### config.mk
export PLATFORM = sky130hd
export DESIGN_NAME = gf_inverse
export DESIGN_NICKNAME = d
export VERILOG_FILES = /design/src/rtl/gf_inv_pkg.sv /design/src/rtl/gf_square.sv /design/src/rtl/gf_mul_serial.sv /design/src/rtl/gf_inv_seq.sv /design/src/rtl/gf_inverse.sv
export SDC_FILE = /design/constraint.sdc
export NUM_CORES = 2
export LEC_CHECK = 0
export BUFFER_PORTS_ARGS = -buffer_cell sky130_fd_sc_hd__buf_2
export CORE_MARGIN = 2
export CORE_UTILIZATION = 59
export CTS_BUF_LIST = sky130_fd_sc_hd__clkbuf_8
export CTS_CLUSTER_SIZE = 28
export DETAILED_ROUTE_END_ITERATION = 6
export GPL_TIMING_DRIVEN = 0
export PLACE_DENSITY = 0.87
export SKIP_CTS_REPAIR_TIMING = 1
export SLEW_MARGIN = 25
export SYNTH_ARGS = -nofsm -noshare
export SYNTH_HDL_FRONTEND = slang
export SYNTH_HIERARCHICAL = 1
export SYNTH_SLANG_ARGS = --single-unit
export TNS_END_PERCENT = 1
### constraint.sdc
create_clock -name clk -period 3.4 [get_ports clk]
set_clock_uncertainty 0.15 [all_clocks]
set_input_delay 0.51 -clock clk [delete_from_list [all_inputs] [get_ports clk]]
set_output_delay 0.51 -clock clk [all_outputs]
set_load 0.05 [all_outputs]
### src/rtl/gf_inv_pkg.sv
package gf_inv_pkg;

    typedef enum logic [2:0] {
        ST_IDLE,
        ST_PREP,
        ST_SQUARE,
        ST_MUL_KICK,
        ST_MUL_WAIT,
        ST_FINISH
    } inv_state_e;

    typedef enum logic {
        STEP_DOUBLE,
        STEP_INCR
    } chain_step_e;

    // Position of the highest set bit of a positive value.
    function automatic int top_bit(input int v);
        int pos;
        pos = 0;
        for (int i = 0; i < 31; i++) begin
            if (((v >> i) & 1) == 1) pos = i;
        end
        return pos;
    endfunction

endpackage

### src/rtl/gf_square.sv
module gf_square #(
    parameter int M = 233,
    parameter int T = 74
) (
    input  logic [M-1:0] a,
    output logic [M-1:0] y
);
    localparam int WW = 2 * M - 1;

    logic [WW-1:0] spread;

    always_comb begin
        spread = '0;
        for (int i = 0; i < M; i++) begin
            spread[2*i] = a[i];
        end
        // Fold each bit at or above x^M back using x^M = x^T + 1.
        for (int i = WW - 1; i >= M; i--) begin
            if (spread[i]) begin
                spread[i]         = 1'b0;
                spread[i - M + T] = ~spread[i - M + T];
                spread[i - M]     = ~spread[i - M];
            end
        end
        y = spread[M-1:0];
    end

endmodule

### src/rtl/gf_mul_serial.sv
module gf_mul_serial #(
    parameter int M = 233,
    parameter int T = 74
) (
    input  logic         clk,
    input  logic         rst_n,
    input  logic         start,
    input  logic [M-1:0] a,
    input  logic [M-1:0] b,
    output logic         busy,
    output logic         done,
    output logic [M-1:0] p
);
    localparam int CW = $clog2(M + 1);
    localparam logic [M-1:0] RED = (M'(1) << T) | M'(1);

    logic [M-1:0]  acc;
    logic [M-1:0]  a_q;
    logic [M-1:0]  b_q;
    logic [CW-1:0] left;

    always_ff @(posedge clk or negedge rst_n) begin
        if (!rst_n) begin
            acc  <= '0;
            a_q  <= '0;
            b_q  <= '0;
            left <= '0;
            busy <= 1'b0;
            done <= 1'b0;
        end else begin
            done <= 1'b0;
            if (start && !busy) begin
                acc  <= '0;
                a_q  <= a;
                b_q  <= b;
                left <= CW'(M);
                busy <= 1'b1;
            end else if (busy) begin
                // Horner step, most significant multiplicand bit first.
                acc  <= {acc[M-2:0], 1'b0} ^ (acc[M-1] ? RED : '0)
                        ^ (b_q[M-1] ? a_q : '0);
                b_q  <= {b_q[M-2:0], 1'b0};
                left <= left - 1'b1;
                if (left == CW'(1)) begin
                    busy <= 1'b0;
                    done <= 1'b1;
                end
            end
        end
    end

    assign p = acc;

endmodule

### src/rtl/gf_inv_seq.sv
module gf_inv_seq
    import gf_inv_pkg::*;
#(
    parameter int M = 233
) (
    input  logic         clk,
    input  logic         rst_n,
    input  logic         start,
    input  logic [M-1:0] operand,
    output logic         done,
    output logic [M-1:0] result,
    output logic         busy,
    output logic [M-1:0] op_held,
    output logic [M-1:0] sq_in,
    input  logic [M-1:0] sq_out,
    output logic         mul_start,
    output logic [M-1:0] mul_a,
    output logic [M-1:0] mul_b,
    input  logic         mul_done,
    input  logic [M-1:0] mul_p
);
    localparam int KW = $clog2(M);
    localparam int IW = (KW > 1) ? $clog2(KW) : 1;
    localparam logic [KW-1:0] CHAIN = KW'(M - 1);
    localparam int TOP = top_bit(M - 1);
    localparam logic [IW-1:0] IDX_FIRST = IW'(TOP - 1);

    inv_state_e  state, state_n;
    chain_step_e step;
    logic [M-1:0]  beta;
    logic [M-1:0]  work;
    logic [M-1:0]  a_cap;
    logic [KW-1:0] k_cur;
    logic [KW-1:0] sq_left;
    logic [IW-1:0] idx;
    logic          last_step;

    assign last_step = (idx == '0) &&
                       ((step == STEP_INCR) || !CHAIN[idx]);

    // State register.
    always_ff @(posedge clk or negedge rst_n) begin
        if (!rst_n) state <= ST_IDLE;
        else        state <= state_n;
    end

    // Transitions.
    always_comb begin
        state_n = state;
        unique case (state)
            ST_IDLE:     if (start) state_n = ST_PREP;
            ST_PREP:     state_n = ST_SQUARE;
            ST_SQUARE:   if (sq_left == KW'(1)) state_n = ST_MUL_KICK;
            ST_MUL_KICK: state_n = ST_MUL_WAIT;
            ST_MUL_WAIT: if (mul_done) state_n = last_step ? ST_FINISH : ST_PREP;
            ST_FINISH:   state_n = ST_IDLE;
            default:     state_n = ST_IDLE;
        endcase
    end

    // Datapath and outputs.
    always_ff @(posedge clk or negedge rst_n) begin
        if (!rst_n) begin
            beta    <= '0;
            work    <= '0;
            a_cap   <= '0;
            k_cur   <= '0;
            sq_left <= '0;
            idx     <= '0;
            step    <= STEP_DOUBLE;
            done    <= 1'b0;
            result  <= '0;
        end else begin
            done <= 1'b0;
            unique case (state)
                ST_IDLE: begin
                    if (start) begin
                        a_cap <= operand;
                        beta  <= operand;
                        k_cur <= KW'(1);
                        idx   <= IDX_FIRST;
                        step  <= STEP_DOUBLE;
                    end
                end
                ST_PREP: begin
                    work    <= beta;
                    sq_left <= (step == STEP_DOUBLE) ? k_cur : KW'(1);
                end
                ST_SQUARE: begin
                    work    <= sq_out;
                    sq_left <= sq_left - 1'b1;
                end
                ST_MUL_KICK: begin
                end
                ST_MUL_WAIT: begin
                    if (mul_done) begin
                        beta <= mul_p;
                        if (step == STEP_DOUBLE) begin
                            k_cur <= k_cur << 1;
                            if (CHAIN[idx]) begin
                                step <= STEP_INCR;
                            end else begin
                                idx <= idx - 1'b1;
                            end
                        end else begin
                            k_cur <= k_cur + 1'b1;
                            step  <= STEP_DOUBLE;
                            idx   <= idx - 1'b1;
                        end
                    end
                end
                ST_FINISH: begin
                    result <= sq_out;
                    done   <= 1'b1;
                end
                default: begin
                end
            endcase
        end
    end

    assign sq_in     = (state == ST_FINISH) ? beta : work;
    assign mul_start = (state == ST_MUL_KICK);
    assign mul_a     = work;
    assign mul_b     = (step == STEP_DOUBLE) ? beta : a_cap;
    assign busy      = (state != ST_IDLE);
    assign op_held   = a_cap;

endmodule

### src/rtl/gf_inverse.sv
module gf_inverse #(
    parameter int M = 233,
    parameter int T = 74
) (
    input  logic         clk,
    input  logic         rst_n,
    input  logic         start,
    input  logic [M-1:0] operand,
    output logic         done,
    output logic [M-1:0] result
);
    logic         seq_busy;
    logic [M-1:0] op_held;
    logic [M-1:0] sq_in;
    logic [M-1:0] sq_out;
    logic         mul_start;
    logic [M-1:0] mul_a;
    logic [M-1:0] mul_b;
    logic         mul_busy;
    logic         mul_done;
    logic [M-1:0] mul_p;

    gf_inv_seq #(.M(M)) u_seq (
        .clk       (clk),
        .rst_n     (rst_n),
        .start     (start),
        .operand   (operand),
        .done      (done),
        .result    (result),
        .busy      (seq_busy),
        .op_held   (op_held),
        .sq_in     (sq_in),
        .sq_out    (sq_out),
        .mul_start (mul_start),
        .mul_a     (mul_a),
        .mul_b     (mul_b),
        .mul_done  (mul_done),
        .mul_p     (mul_p)
    );

    gf_square #(.M(M), .T(T)) u_sq (
        .a (sq_in),
        .y (sq_out)
    );

    gf_mul_serial #(.M(M), .T(T)) u_mul (
        .clk   (clk),
        .rst_n (rst_n),
        .start (mul_start),
        .a     (mul_a),
        .b     (mul_b),
        .busy  (mul_busy),
        .done  (mul_done),
        .p     (mul_p)
    );

endmodule

### Word level (Yosys, flattened, before mapping)

Memory sizes are Yosys's and may differ from the RTL's.
Index checks and enable logic that the tools add are counted.

* flip-flop bits (word level): 1665
* memories: 1
* input bits: 236
* output and inout bits: 234
* bits in read-only memories: 8

Memory list
* (no name shown): depth 8, bits a word 1, read ports 1, clocked after memory_dff 0, write ports 0, line gf_inv_seq.sv:39 `((step == STEP_INCR) || !CHAIN[idx]);`

* reduce and logical (&&, ||, !) cells: 14
* add/sub/neg operators: 4
* bitwise gates (word level): 155
* $lt $le $gt $ge: 1
* eq/ne operators: 11
* muxes and demuxes: 312

Operators by type and width (number)
* $mux 233: 9
* $pmux 233 s2: 2
* $xor 233x233->233: 2
* $mux 1: 281
* $not 1->1: 153
* $mux 75: 1
* $mux 8: 6
* $pmux 8 s2: 2
* $mux 3: 8
* $eq 8x1->1 const B: 2
* $sub 8x1->8 const B: 2
* $pmux 3 s5: 1
* $add 8x1->8 const B: 1
* $eq 3x2->1 const B: 2
* $eq 3x3->1 const B: 2
* $logic_not 3->1: 2
* $pmux 3 s2: 1
* $reduce_and 3->1: 2
* $reduce_bool 2->1: 3
* $lt 3x4->1 const B: 1
* $ne 2x1->1 const B: 2
* $reduce_and 4->1: 1
* $eq 3x1->1 const B: 1
* $ne 3x2->1 const B: 1
* other kinds (7): 9

### Longest topological paths before layout

* depth in word-level cells: 8
* mapped depth: 11
* gate-level depth less buffers: 7

### Cells and area by module

Netlist, hierarchy kept.

By module, submodules not included
* gf_inv_seq: area an instance 45019.4 um^2, times used 1, cells an instance 5175
* gf_mul_serial: area an instance 32648.8 um^2, times used 1, cells an instance 2813
* gf_square: area an instance 1940.6 um^2, times used 1, cells an instance 233

### Worst setup path after synthesis

Ideal clock, no wire load.

* path kind: reg-to-reg
* start point: reg u_seq.state[1]
* end point: reg u_seq.work[159], in the netlist u_seq/mul_a[159]
* required time: 3.168 ns
* path buffers: 4
* period minus slack after synthesis: 2.168 ns
* path slack: 1.232 ns
* stages on the path, launching flop included: 12
* arrival time: 1.936 ns
* cell sequence: dfrtp_1 buf_4 nand3b_1 buf_2 inv_2 buf_2 buf_1 nand2_1 nand2_1 xor2_1 nor2_1 a31oi_1

* cells in the longest elaborated chain, start to end: 6
* elaborated cells on any way between the ends: 9
* those cells by class: eq/ne: 3; mux: 4; bitwise: 1; reduce/logical: 1

Ends and longest elaborated chain
* start, declared: line gf_inv_seq.sv:28 `inv_state_e state, state_n;`
* start signal, assigned: line gf_inv_seq.sv:44 `else state <= state_n;`
* $eq 3x3->1 (*): line gf_inv_seq.sv:122 `assign sq_in = (state == ST_FINISH) ? beta : work;`
* $mux 233 (*): line gf_inv_seq.sv:122
* named net sq_in[196]: line gf_inverse.sv:14 `logic [M-1:0] sq_in;`
* $mux 1 (*): line gf_square.sv:19 `if (spread[i]) begin`
* $not 1->1: line gf_square.sv:21 `spread[i - M + T] = ~spread[i - M + T];`
* $mux 1 (*): line gf_square.sv:19
* named net sq_out[159]: line gf_inverse.sv:15 `logic [M-1:0] sq_out;`
* $pmux 233 s2 (*): line gf_inv_seq.sv:75 `unique case (state)`
* end signal, assigned: line gf_inv_seq.sv:86 `work <= beta;`
* end signal, assigned: line gf_inv_seq.sv:90 `work <= sq_out;`
* end, declared: line gf_inv_seq.sv:31 `logic [M-1:0] work;`

Mark *: on every way through the listed nets, which the timed path passes. The rest lies on a longest branch.
A chain may end at the register's enable or synchronous reset.

### Worst setup path after layout

* start point: reg u_seq.state[1]
* end point: reg u_seq.work[20], in the netlist u_seq/mul_a[20]

* cells in the longest elaborated chain, start to end: 5
* elaborated cells on any way between the ends: 9
* those cells by class: eq/ne: 3; mux: 4; bitwise: 1; reduce/logical: 1

Ends and longest elaborated chain (line)
* $eq 3x3->1: gf_inv_seq.sv:122
* $mux 233: gf_inv_seq.sv:122
* named net sq_in[206]: gf_inverse.sv:14
* $mux 1 (2 in a row): gf_square.sv:19
* named net sq_out[20]: gf_inverse.sv:15
* $pmux 233 s2: gf_inv_seq.sv:75

The timed path passes the listed nets, and every way through them passes these cells.

==> run_results.csv <==
group,metric,value,unit
floorplanning,initial_core_util,59.6,%
cells_and_area,seq_area,0.0417,mm^2
yosys,synth_nets,8464,
power,ir_drop,0.000421,V
route,route.detailed.drc,3,
route,wl_per_cell,27.0,um
hold_path,hold_end,"u_seq/op_held[44]$_DFFE_PN0P_",
route,vias,69400,
worst_setup_path,crit_fanout,10,
floorplanning,fp-row-count,134,
cts,cts_tree,"built",
power,p_leak,45.1,nW
route,ant_nets,0,
cts,cts_sinks,1665,
place,port_buffers,469,
place,dp_cells,10500,
timing,hold_viol_final,0,
worst_setup_path,crit_arrival,4.32,ns
cts,clk_latency,1.09,ns
cells_and_area,nNetsFinal,9490,
floorplanning,fp.coreArea,0.134,mm^2
cts,cts_max_level,5,
global_route,grt_pass1_vias,65000,
timing,max_freq,283,MHz
global_route,antenna_found_initial,13,
yosys,yosys_warnings,6,
route,via_per_inst,6.18,
yosys,syn_avg_cell_area,9.68,um^2
route,drtPass1Iterations,7,
worst_setup_path,crit_type,"register to register",
power,powerDensity,435,mW/mm^2
cells_and_area,multi_input_area,0.0349,mm^2
floorplanning,die_area,0.138,mm^2
global_route,grt_max_degree,139,
hold_path,hp-class,"input port to register",
place,hpwl,217000,um
worst_setup_path,critical_path_required,4.19,ns
global_route,overflow,0,
floorplanning,die_y,371,um
route,routed_wl,303000,um
cells_and_area,drive_above_1_share,21.7,%
worst_setup_path,regToRegSetupSlack,-0.13,ns
worst_setup_path,cp-start-kind,"register",
cts,cts_root_buf,"clkbuf_8",
cts,clkTransAtPathRegs,0.07,ns
power,power.total,40.5,mW
flow_run,max-cap-violations,0,
place,pre_cts_slack,-0.598,ns
hold_path,whs_path_depth,3,
floorplanning,ios,470,
worst_setup_path,worstRegToRegCells,11,
yosys,syn_area,0.0796,mm^2
timing,maxSlewViolCount,0,
timing,fin_crit_sh,104,%
cts,clockBufferDepth,4,
timing,relSlewSlack,16.9,%
timing,min_period,3.53,ns
global_route,grt_pass1_wl,421000,um
run_status,status,"complete, but fails checks",
worst_setup_path,rr_endpoint,"u_seq/mul_a[20]$_DFFE_PN0P_",
route,drt-initial-drc-count,10300,
run_status,failed_checks,"design-rule violations, negative setup slack",
worst_setup_path,end_kind,"register",
timing,setup_viol,7,
place,gp_congestion,1.05,
timing,fin_ws,-0.129,ns
hold_path,min-delay-start,"operand[44]",
cells_and_area,nFillCells,9408,
yosys,netlist_instances,8220,
worst_setup_path,reg2reg_from,"u_seq/state[1]$_DFFE_PN0P_",
floorplanning,die_w,371,um
cells_and_area,stdcell_count,11200,
timing,worst_slew_pin_slew,1.25,ns
cells_and_area,syn2layout_area_growth,17.2,%
global_route,grtUsageTotal,41.8,%
cts,cts_buffers,294,
-- worst max-delay path: stages, from the launching register on --
cell and delay [ns]:
dfrtp_1 0.39, buf_4 0.17, nand3b_1 0.19, buf_2 0.23, inv_2 0.19, buf_2 0.33, clkbuf_2 0.30, nand2_1 0.10
nand2_2 0.36, xor2_1 0.69, nor2_1 0.15, a31oi_1 0.20
-- layout make-up --
type                    instances  area share [%]
clock inverters               111           0.640
well taps                    1768            2.37
repair buffers                730            5.78
clock buffers                 370            5.46
plain buffers                 655            3.58
diodes                         16          0.0429
flip-flops and latches       1665            44.7
inverters                      14          0.0563
multi-input cells            5886            37.4
-- stage by stage --
step           instance area [um^2]  util (%)  hold WS, ns  setup TNS [ns]
5_1_grt                       93300      69.8       0.0647          -0.204
2_1_floorplan                 79600         -       0.0644               0
3_3_place_gp                  84200      63.0        0.306               -
3_5_place_dp                  84700      63.4        0.307         -108.28
4_1_cts                       90300      67.6       -0.803          -22.02
6_report                      93300      69.8       0.0697          -0.267
-- flip-flops by register name, indices dropped and copies added, names as in the netlist --
| register | flops |
|---|---|
| u_mul/busy | 1 |
| u_seq/k_cur | 8 |
| u_seq/idx | 3 |
| u_mul/done | 1 |
| u_mul/left | 8 |
| u_mul/a_q | 233 |
| u_mul/p | 233 |
| u_seq/op_held | 233 |
| u_seq/state | 3 |
| u_seq/result | 233 |
| u_seq/done | 1 |
| u_seq/mul_a | 233 |
| u_mul/b_q | 233 |
| u_seq/step | 1 |
| u_seq/beta | 233 |
| u_seq/sq_left | 8 |
-- report_power, final --
group | switching (mW) | internal, mW | leakage [nW] | total [mW]
logic | 0.760 | 0.649 | 19.4 | 1.41
clock network | 8.58 | 10.1 | 3.24 | 18.7
registers | 0.381 | 20.1 | 22.4 | 20.5
-- layout by cell type (no fill, tap or decap), types with 24 or more instances in the layout --
master and n:
mux2_2 485, buf_4 92, buf_2 719, buf_6 27, o21ai_0 481, xor2_2 30, clkbuf_8 370, clkinv_2 24
nor2_1 486, mux2i_1 237, mux2_4 210, nand2_1 2784, inv_1 89, dlygate4sd3_1 236, nand3b_1 234, dfrtp_1 1665
clkbuf_1 252, nand2_2 24, a31oi_1 467, xor2_1 353
-- worst max-delay path by stage --
| stage | from | endpoint | cells past startpoint |
|---|---|---|---|
| floorplan | u_seq/state[1]$_DFFE_PN0P_ | u_seq/mul_a[159]$_DFFE_PN0P_ | 11 |
| global placement | rst_n | u_mul/b_q[50]$_DFFE_PN0P_ | 1 |
| detailed placement | u_seq/state[0]$_DFFE_PN0P_ | u_seq/result[146]$_DFFE_PN0P_ | 10 |
| CTS | u_seq/state[0]$_DFFE_PN0P_ | u_seq/result[146]$_DFFE_PN0P_ | 10 |
| global route | u_seq/state[1]$_DFFE_PN0P_ | u_seq/mul_a[20]$_DFFE_PN0P_ | 11 |
| finish | u_seq/state[1]$_DFFE_PN0P_ | u_seq/mul_a[20]$_DFFE_PN0P_ | 11 |
-- routing by layer --
metal | up-vias | routed length [um] | track usage (%)
li1 | 29200 | - | -
met2 | 4901 | 127000 | 59.1
met1 | 34100 | 112000 | 55.4
met4 | 6 | 23900 | 26.5
met3 | 1132 | 39800 | 14.1
met5 | - | 38 | 0
Note: power is estimated with default switching activity, not from simulation.
